===== config.mk =====
export PLATFORM = sky130hd
export DESIGN_NAME = trap_addsub
export DESIGN_NICKNAME = d
export VERILOG_FILES = /design/src/rtl/trap_addsub_pkg.sv /design/src/rtl/csel_adder.sv /design/src/rtl/ovf_detect.sv /design/src/rtl/trap_ctrl.sv /design/src/rtl/trap_addsub.sv
export SDC_FILE = /design/constraint.sdc
export NUM_CORES = 1
export LEC_CHECK = 0
export BUFFER_PORTS_ARGS = -buffer_cell sky130_fd_sc_hd__buf_2
export CORE_UTILIZATION = 44
export CTS_BUF_LIST = sky130_fd_sc_hd__clkbuf_8 sky130_fd_sc_hd__clkbuf_16
export DETAILED_ROUTE_END_ITERATION = 6
export GPL_TIMING_DRIVEN = 0
export PLACE_DENSITY = 0.78
export SETUP_SLACK_MARGIN = 0.1
export SKIP_CTS_REPAIR_TIMING = 1
export SYNTH_ARGS = -nofsm -noshare
export SYNTH_HDL_FRONTEND = slang
export SYNTH_SLANG_ARGS = --single-unit

===== constraint.sdc =====
create_clock -name clk -period 4 [get_ports clk]
set_input_delay 0.6 -clock clk [delete_from_list [all_inputs] [get_ports clk]]
set_output_delay 0.6 -clock clk [all_outputs]
set_load 0.02 [all_outputs]

===== src/rtl/trap_addsub_pkg.sv =====
package trap_addsub_pkg;
  localparam int unsigned DATA_W = 32;
  typedef enum logic {
    OP_ADD = 1'b0,
    OP_SUB = 1'b1
  } alu_op_e;
endpackage


===== src/rtl/csel_adder.sv =====
module csel_adder #(
  parameter int unsigned WIDTH = 32
) (
  input  logic [WIDTH-1:0] x,
  input  logic [WIDTH-1:0] y,
  input  logic             cin,
  output logic [WIDTH-1:0] sum
);
  localparam int unsigned LO_W = WIDTH / 2;
  localparam int unsigned HI_W = WIDTH - LO_W;

  logic [LO_W:0]   lo_full;
  logic [HI_W-1:0] hi_cand [2];

  assign lo_full = {1'b0, x[LO_W-1:0]} + {1'b0, y[LO_W-1:0]} + {{LO_W{1'b0}}, cin};

  for (genvar c = 0; c < 2; c++) begin : g_hi
    localparam logic [HI_W-1:0] CARRY = HI_W'(c);
    assign hi_cand[c] = x[WIDTH-1:LO_W] + y[WIDTH-1:LO_W] + CARRY;
  end

  assign sum = {(lo_full[LO_W] ? hi_cand[1] : hi_cand[0]), lo_full[LO_W-1:0]};
endmodule


===== src/rtl/ovf_detect.sv =====
module ovf_detect #(
  parameter int unsigned WIDTH = 32
) (
  input  logic [WIDTH-1:0] x,
  input  logic [WIDTH-1:0] y_eff,
  input  logic [WIDTH-1:0] sum,
  output logic             ovf
);
  localparam int unsigned MSB = WIDTH - 1;
  // Same-sign inputs to the adder combined with a sign flip of the result.
  assign ovf = (x[MSB] == y_eff[MSB]) && (sum[MSB] != x[MSB]);
endmodule


===== src/rtl/trap_ctrl.sv =====
module trap_ctrl #(
  parameter int unsigned WIDTH = 32,
  parameter logic [WIDTH-1:0] HANDLER_ADDR = 32'h8000_0180
) (
  input  logic             clk,
  input  logic             rst,
  input  logic             take_trap,
  input  logic [WIDTH-1:0] pc_in,
  output logic             exc_req,
  output logic [WIDTH-1:0] redirect_pc,
  output logic [WIDTH-1:0] epc
);
  always_ff @(posedge clk) begin
    if (rst) begin
      exc_req     <= 1'b0;
      redirect_pc <= '0;
      epc         <= '0;
    end else begin
      exc_req     <= take_trap;
      redirect_pc <= take_trap ? HANDLER_ADDR : '0;
      if (take_trap) epc <= pc_in;
    end
  end
endmodule


===== src/rtl/trap_addsub.sv =====
module trap_addsub
  import trap_addsub_pkg::*;
#(
  parameter int unsigned WIDTH = DATA_W,
  parameter logic [WIDTH-1:0] HANDLER_ADDR = 32'h8000_0180
) (
  input  logic             clk,
  input  logic             rst,
  input  logic             in_valid,
  input  logic             op_sub,
  input  logic             trap_en,
  input  logic [WIDTH-1:0] opa,
  input  logic [WIDTH-1:0] opb,
  input  logic [WIDTH-1:0] pc_in,
  output logic [WIDTH-1:0] sum_out,
  output logic             ovf_out,
  output logic             exc_req,
  output logic [WIDTH-1:0] redirect_pc,
  output logic [WIDTH-1:0] epc_out
);
  alu_op_e         op;
  logic [WIDTH-1:0] b_eff;
  logic [WIDTH-1:0] sum_c;
  logic             ovf_c;
  logic             take_trap;

  assign op    = alu_op_e'(op_sub);
  assign b_eff = (op == OP_SUB) ? ~opb : opb;

  csel_adder #(.WIDTH(WIDTH)) u_add (
    .x(opa), .y(b_eff), .cin(op == OP_SUB), .sum(sum_c)
  );

  ovf_detect #(.WIDTH(WIDTH)) u_ovf (
    .x(opa), .y_eff(b_eff), .sum(sum_c), .ovf(ovf_c)
  );

  assign take_trap = in_valid && trap_en && ovf_c;

  trap_ctrl #(.WIDTH(WIDTH), .HANDLER_ADDR(HANDLER_ADDR)) u_trap (
    .clk(clk), .rst(rst), .take_trap(take_trap), .pc_in(pc_in),
    .exc_req(exc_req), .redirect_pc(redirect_pc), .epc(epc_out)
  );

  always_ff @(posedge clk) begin
    if (rst) begin
      sum_out <= '0;
      ovf_out <= 1'b0;
    end else if (in_valid) begin
      sum_out <= sum_c;
      ovf_out <= ovf_c;
    end
  end
endmodule


After elaboration in Yosys (flattened, before gate mapping)
Cells that the tools add are included.

Bitwise logic cells: 1. $add $sub $neg: 4. Eq/ne operators: 2. Reduce and logical (&&, ||, !) cells: 3. Muxes and demuxes: 3.

Operators by type and width (number): $mux W32 (2); $not A32 Y32 (1); $add A16 B16 Y17 (1); $add A17 B1 Y17 (1); $add A16 B1 Y16 const B (1); $add A16 B16 Y16 (1); $mux W16 (1); $logic_and A1 B1 Y1 (3); $eq A1 B1 Y1 (1); $ne A1 B1 Y1 (1).

Register bits: 98.

Depth between registers and ports, before layout
Gate-level depths: netlist of run 1.

Depth after elaboration: 9. Depth in mapped cells: 18. Gate-level depth less buffers: 14.

Hierarchy
Synthesis of run 1 repeated with hierarchy kept, for this count alone.

Cell total of the unflattened synthesis: 517. Area, all modules: 4715.8 sq um.

By module, submodules not included: csel_adder (times used 1, seq. area each 0.0 sq um, area an instance 1715.4 sq um, cells each 231); trap_addsub (times used 1, seq. area each 660.6 sq um, area an instance 1531.5 sq um, cells each 144); trap_ctrl (times used 1, seq. area each 660.6 sq um, area an instance 1446.4 sq um, cells each 139); ovf_detect (times used 1, seq. area each 0.0 sq um, area an instance 22.5 sq um, cells each 3).

Worst setup path before layout of run 1
No wires, ideal clock.

Path kind: input to register. Start: input port op_sub. End: register u_trap.epc[0]. Stages on the path: 18. Setup slack: -313 ps. Data arrival time: 4196 ps. Setup time: 117 ps. Cells stage by stage: clkbuf_1 -> buf_1 -> xor2_1 -> ha_1 -> inv_1 -> fa_1 -> nand3b_1 -> a21oi_1 -> o41ai_1 -> a31o_1 -> nor4b_2 -> and3_1 -> nand4bb_2 -> mux2i_1 -> and3b_1 -> buf_4 -> buf_6 -> a22o_1.

Longest elaborated chain between the ends: 7.

RTL lines: start: declaration (line trap_addsub.sv:10) `input logic op_sub,`; $mux W32 (line trap_addsub.sv:28) `assign b_eff = (op == OP_SUB) ? ~opb : opb;`; $add A16 B16 Y17 or $add A16 B16 Y16 (tied branches) (line csel_adder.sv:15, csel_adder.sv:19); $add A17 B1 Y17 or $add A16 B1 Y16 (tied branches) (line csel_adder.sv:15, csel_adder.sv:19); $mux W16 (line csel_adder.sv:22) `assign sum = {(lo_full[LO_W] ? hi_cand[1] : hi_cand[0]), lo_full[LO_W-1:0]};`; $ne A1 B1 Y1 (line ovf_detect.sv:11) `assign ovf = (x[MSB] == y_eff[MSB]) && (sum[MSB] != x[MSB]);`; $logic_and A1 B1 Y1 * (line ovf_detect.sv:11); $logic_and A1 B1 Y1 * (line trap_addsub.sv:38) `assign take_trap = in_valid && trap_en && ovf_c;`; end signal: assignment (line trap_ctrl.sv:21) `if (take_trap) epc <= pc_in;`; end: declaration (line trap_ctrl.sv:11) `output logic [WIDTH-1:0] epc`.

Mark *: on every way between the ends. The rest lies on a longest branch, timed or not. A chain may end at the register's enable or synchronous reset.

Final worst setup path of run 1
Start: input port op_sub. End: register u_trap.epc[2].

Same word-level chain as after synthesis.

==> metrics.md, run 1 <==
| Metric | Value |
|---|---|
| Min-delay worst type | `reg2reg` |
| Vias per cell | `5.054` |
| Crit path buffers/inverters | `5` |
| Starting DRC count in detailed routing | `~220` |
| Final ANT Viol Nets | `0` |
| Layout cells sized above 1 | `0.3622` |
| Initial antenna violation count | `0` |
| Share of Yosys cell area claimed by the top area cell type | `0.2830` |
| WP data required | `around 4.2 ns` |
| Fmax | `267.0 MHz` |
| Max_cap viols | `0` |
| Max VDD drop | `roughly 0.20 mV` |
| DRT Pass-1 Iters | `4` |
| Tmin final | `between 3 and 4 ns` |
| Final Wtd Congestion | `0.8623` |
| Via count | `~4.4k` |
| Most frequent cells in the layout | `buf_2, dfxtp_1, nor2_1` |
| Global-route wire length before repair | `about 19 mm` |
| TritonCTS clock tree | `yes` |
| Dpl cell area | `0.005809 mm2` |
| Fin area | `~0.0062 mm2` |
| Max_slew headroom | `0.4913` |
| Post-Synthesis Cells | `~530` |
| # clock sinks | `between 60 and 70` |
| Global route overflow | `0` |
| Io pins | `around 200` |
| Number of port buffers | `166` |
| Clock Latency Late Sink | `around 0.34 ns` |
| Post-synth EDFFs | `0` |
| Commonest non-fill, non-tap cell in the layout | `buf_2` |
| Hpwl dp | `9.619 mm` |
| WL/cell | `between 10 and 15 um` |
| Largest net degree at the start of global routing | `11` |
| Yosys reg bits | `66` |
| Most used cell, CP | `buf_6` |
| Crit Path Max Fanout | `10` |
| Pwr Density | `about 350 mW/mm2` |
| Longest Clk Path Bufs | `2` |
| Initial cell density of the core | `0.4523` |
| Overall routing resource usage | `0.2150` |
| Synth top area cells | `dfxtp_1, ha_1, xor2_1` |
| Hold Vio Cnt, Final | `0` |
| Reg clk slew, reported paths | `roughly 0.060 ns` |
| H-tree lvl count | `3` |
| Area Overhead vs Synth | `33.33%` |
| Die Wd | `105.0 um` |
| Ys async rst share | `0` |
| Synth area leader | `dfxtp_1` |
| Seq/Total Area, Yosys | `0.2830` |
| Layout Utilization | `0.6031` |
| Crit path DAT | `between 3 and 4 ns` |
| Max incr delay on CP | `0.37 ns` |
| Residual DRC | `0` |
| Clock root cell | `clkbuf_8` |
| Slew Viols, Final | `0` |
| Syn_area_per_cell | `8.894 um2` |
| Die Y | `about 110 um` |
| Final Power | `about 2.2 mW` |
| RSZ-0062 raised after global routing | `false` |
| CP top delay family | `simple AND/OR/NAND/NOR gates` |
| Synth unique cells | `61` |
| Worst path slowest cell | `fa_2` |
| Startpoint types | `primary input` |
| Netlist Area Pre-Place | `0.004669 mm2` |
| Fillcell total | `900` |
| Final worst-path cycle share | `0.9363` |
| Crit-path cells | `buf_6 -> buf_12 -> xor2_2 -> ha_2 -> inv_1 -> fa_2 -> nand3b_1 -> a21oi_2 -> o41ai_2 -> a31o_1 -> nor4b_4 -> and3_4 -> nand4bb_4 -> mux2i_2 -> and3b_1 -> buf_6 -> buf_6 -> a22o_1` |
| Die area | `~0.011 mm2` |
| ANT cells | `0` |
| Final WL | `around 12 mm` |
| Top_reg_cell synth | `dfxtp_1` |
| Static Leak | `about 3.1 nW` |
| Core box area | `between 0.01 and 0.015 mm2` |
| Critical path endpoint category | `flop` |
| Slew @ Worst Pin | `about 0.76 ns` |
| Outcome | `finished, final reports clean` |
| # nets final | `874` |
| Vias in the first global route | `slightly above 4k` |
| Setup violators final | `0` |
| Synth Warn # | `0` |
| Critical path class | `in2reg` |
| Inserted Clock Buffers | `9` |
| Worst Skew | `0 ns` |
| Rows | `37` |
worst register-to-register path, delay by kind of cell, from the launching register on:
kind	cells	cell delay, ns
flops	1	0.32
mux	1	0.25
simple gates	1	0.12
path summary, 6_finish.rpt:
path / from / end / slack [ns] / cells past startpoint
worst min register to register: u_trap.epc[25] / u_trap.epc[25] / 0.47 / 1
worst max register to register: sum_out[8] / sum_out[8] / 3.20 / 2
worst min-delay path: u_trap.epc[25] / u_trap.epc[25] / 0.47 / 1
worst max-delay path: op_sub / u_trap.epc[2] / 0.25 / 18
per-stage QoR:
stage | setup slack [ns] | TNS [ns] | std cells | hold WS [ns]
after global placement | -0.4467 | -14.16 | 855 | 0.4515
after floorplan | 0.1399 | 0 | 553 | 0.5573
after detailed placement | -0.5771 | -19.24 | 855 | 0.4519
after global routing | 0.07659 | 0 | 876 | 0.4484
after CTS | -0.2306 | -6.623 | 869 | 0.4622
final | 0.2548 | 0 | 876 | 0.4725
cells by family (layout without fill, tap and decap cells):
logic type	count (synthesis)	count (layout)	share of synthesized area
other	1	29	0.0008031
flip-flops	66	66	0.2830
adder cells (fa/ha/maj)	36	36	0.09968
buffers and inverters	71	258	0.09083
AND/OR/NAND/NOR	135	135	0.1476
AO/OA/AOI/OAI	125	125	0.2010
XOR/XNOR	70	70	0.1313
multiplexers	21	21	0.04582
cell type report:
class	instances	area [um2]	share of cell area
multi-input cells	416	3203	0.5145
clock buffers	10	137.6	0.02211
well taps	136	170.2	0.02733
clock inverters	4	21.27	0.003416
plain buffers	56	429.2	0.06893
flip-flops and latches	66	1321	0.2122
inverters	15	56.30	0.009043
repair buffers	173	887.1	0.1425
synthesized netlist by cell type, drive strengths merged, types with 2 or more instances:
master	n
dfxtp	66
nor2	51
buf	44
xor2	43
ha	34
a22o	32
xnor2	27
a21oi	25
a211oi	22
nand2	22
mux2i	18
inv	15
o21ai	15
nor3	13
clkbuf	12
a21o	7
nand3	7
nand4	6
o21a	5
nor2b	4
or2	4
or3	4
and3	3
and3b	3
mux2	3
nand2b	3
nor3b	3
o21bai	3
a31o	2
and2	2
fa	2
nand3b	2
nand4b	2
nand4bb	2
nor4	2
o211ai	2
o31a	2
o31ai	2
o41ai	2
flip-flops by register name, indices dropped and copies added (netlist names):
name,cells
sum_out,32
u_trap.epc,32
ovf_out,1
u_trap.redirect_pc,1
power by group:
part	switching, mW	total [mW]	internal, mW
clock network	0.245	0.476	0.230
registers	0.0325	0.748	0.715
logic	0.554	0.985	0.432
per-layer routing:
metal / up-vias / wire length, um / share of wire / global-route usage
li1: 2230 / - / - / -
met1: 2025 / 5403 / 0.45 / 0.2574
met2: 152 / 5782 / 0.48 / 0.3780
met3: 20 / 697 / 0.058 / 0.04304
met4: 0 / 222 / 0.018 / 0.08048
met5: - / 0 / 0 / 0
Note: power is estimated with default switching activity, not from simulation.
==> inputs of run 2 (changes only) <==
==> constraint.sdc (replaced) <==
create_clock -name clk -period 3 [get_ports clk]
set_input_delay 0.45 -clock clk [delete_from_list [all_inputs] [get_ports clk]]
set_output_delay 0.45 -clock clk [all_outputs]
set_load 0.02 [all_outputs]
==> metrics.md, run 2 (synthesis results as in run 1) <==
| Metric | Value |
|---|---|
| Global route overflow | `0 (unchanged)` |
| Reg clk slew, reported paths | `0.08 ns (+0.02 ns)` |
| Crit-path cells | `buf_12 -> buf_12 -> xor2_4 -> ha_4 -> inv_2 -> fa_2 -> nand3b_1 -> a21oi_4 -> nor3_2 -> xnor2_1 -> nor4b_4 -> and3_4 -> nand4bb_4 -> mux2i_4 -> and3b_1 -> buf_6 -> buf_8 -> a22o_1` |
| Dpl cell area | `0.005877 mm2 (+1.2%)` |
| Overall routing resource usage | `0.2209 (+0.005867)` |
| # clock sinks | `66 (unchanged)` |
| Pwr Density | `482.3 mW/mm2 (+36%)` |
| Layout cells sized above 1 | `0.3966 (+0.03439)` |
| Area Overhead vs Synth | `38.69%` |
| Hold Vio Cnt, Final | `0 (unchanged)` |
| Final WL | `12.93 mm (+6.8%)` |
| Final Wtd Congestion | `0.8743 (+1.4%)` |
| Core box area | `0.01032 mm2 (unchanged)` |
| Biggest registers after layout | `sum_out (32), u_trap.epc (32)` |
| Global-route wire length before repair | `19.64 mm (+3.4%)` |
| Fin Setup TNS | `-23.14 ns (-23.14 ns)` |
| Outcome | `complete, but fails checks` |
| WP data required | `3.22 ns (-1.00 ns)` |
| Die area | `0.01103 mm2 (unchanged)` |
| Final worst-path cycle share | `1.230` |
| Tmin final | `3.690 ns` |
| Startpoint types | `primary input` |
| Multi-input logic area | `0.003306 mm2 (+3.2%)` |
| ANT cells | `0 (unchanged)` |
| Via count | `4,557 (+2.9%)` |
| Longest Clk Path Bufs | `2 (unchanged)` |
| Most used cell, CP | `buf_12` |
| Final ANT Viol Nets | `0 (unchanged)` |
| Violated checks | `negative setup slack` |
| # nets final | `886 (+1.4%)` |
| Clock Latency Late Sink | `0.33 ns (about the same)` |
| Setup violators final | `35 (+35)` |
| Min-delay worst type | `in2reg` |
| Die Wd | `105.0 um (unchanged)` |
| Starting DRC count in detailed routing | `200 (-10%)` |
| Initial antenna violation count | `0 (unchanged)` |
| CP top delay family | `simple AND/OR/NAND/NOR gates` |
| Crit path DAT | `3.91 ns (-0.06 ns)` |
| Critical path endpoint category | `flop` |
| Fmax | `about 270 MHz` |
| Rows | `37 (unchanged)` |
| Inserted Clock Buffers | `9 (unchanged)` |
| TritonCTS clock tree | `yes` |
| Clock root cell | `clkbuf_8` |
| Max VDD drop | `0.2011 mV (+2.7%)` |
| WL/cell | `14.53 um (+5.1%)` |
| Area occupied by registers | `0.001321 mm2 (unchanged)` |
| Hpwl dp | `9.843 mm (+2.3%)` |
| Number of port buffers | `166 (unchanged)` |
| Slew @ Worst Pin | `0.7671 ns (+0.004068 ns)` |
| Fillcell total | `898 (-0.22%)` |
| Crit Path Max Fanout | `8 (-2)` |
| Most frequent cells in the layout | `buf_2, dfxtp_1, buf_4, nor2_1, xor2_1` |
| DRT Pass-1 Iters | `4 (unchanged)` |
| Worst Skew | `0 ns (unchanged)` |
| Largest net degree at the start of global routing | `13 (+2)` |
| Min setup slack post-route | `-0.6899 ns (-0.9447 ns)` |
| Vias in the first global route | `4,277 (+5.3%)` |
| Initial cell density of the core | `0.4523 (unchanged)` |
| Max incr delay on CP | `0.35 ns (-0.02 ns)` |
| Worst path slowest cell | `fa_2` |
| Io pins | `199 (unchanged)` |
| Max_cap viols | `0 (unchanged)` |
| H-tree lvl count | `3 (unchanged)` |
| Commonest non-fill, non-tap cell in the layout | `buf_2` |
| Crit path buffers/inverters | `5 (unchanged)` |
| Die Y | `105.0 um (unchanged)` |
| Max_slew headroom | `0.4886 (-0.002712)` |
| Static Leak | `3.160 nW (+3.4%)` |
| Slew Viols, Final | `0 (unchanged)` |
| Vias per cell | `5.120 (+1.3%)` |
| Critical path class | `in2reg` |
| RSZ-0062 raised after global routing | `true` |
| Residual DRC | `0 (unchanged)` |
| Fin area | `0.006476 mm2 (+4.0%)` |
==> run 2: cell types whose count changed in the layout (fill, tap and decap cells not counted), moves of 3 or more <==
cell,delta
buf_4,+12
nor3_1,-3
nor3_2,+3
xor2_1,-4
xor2_2,+3
==> run 2: layout make-up <==
type / count / area share
Timing Repair Buffer: 185 / 0.1542
Sequential cell: 66 / 0.2040
Clock buffer: 9 / 0.01913
Tap cell: 136 / 0.02628
Multi-Input combinational cell: 416 / 0.5104
Inverter: 15 / 0.008694
Buffer: 56 / 0.06646
Clock inverter: 7 / 0.01082
==> run 2: routing by layer <==
metal  GRT usage  share of wire  vias up
li1            -              -     2258
met1      0.2612           0.43     2111
met2      0.3955           0.50      161
met3     0.03493          0.051       27
met4     0.09054          0.023        0
met5           0              0        -
==> run 2: path summary, 6_finish.rpt <==
kind | from | to | slack [ns] | depth (start not counted)
max reg2reg | sum_out[8] | sum_out[8] | 2.20 | 2
min reg2reg | u_trap.epc[31] | u_trap.epc[31] | 0.47 | 1
min | pc_in[12] | u_trap.epc[12] | 0.33 | 2
max | op_sub | u_trap.epc[21] | -0.69 | 18
==> run 2: through the flow <==
| step | worst slack, ns | power [mW] | hold slack, ns | utilization | cells |
|---|---|---|---|---|---|
| after floorplan | -0.6532 | 1.928 | 0.5573 | - | 553 |
| after CTS | -0.8625 | 2.980 | 0.3127 | 0.5881 | 871 |
| after detailed placement | -1.171 | 2.245 | 0.4526 | 0.5693 | 855 |
| after global placement | -1.081 | 2.206 | 0.4501 | 0.5693 | 855 |
| after global routing | -0.8387 | 3.307 | 0.3200 | 0.6273 | 890 |
| final | -0.6899 | 3.123 | 0.3292 | 0.6273 | 890 |
==> run 2: where the power goes <==
group          switching (mW)  total (mW)  internal [mW]
combinational           0.771        1.39          0.622
clock                   0.350       0.732          0.382
sequential             0.0455       0.998          0.953
total                    1.17        3.12           1.96
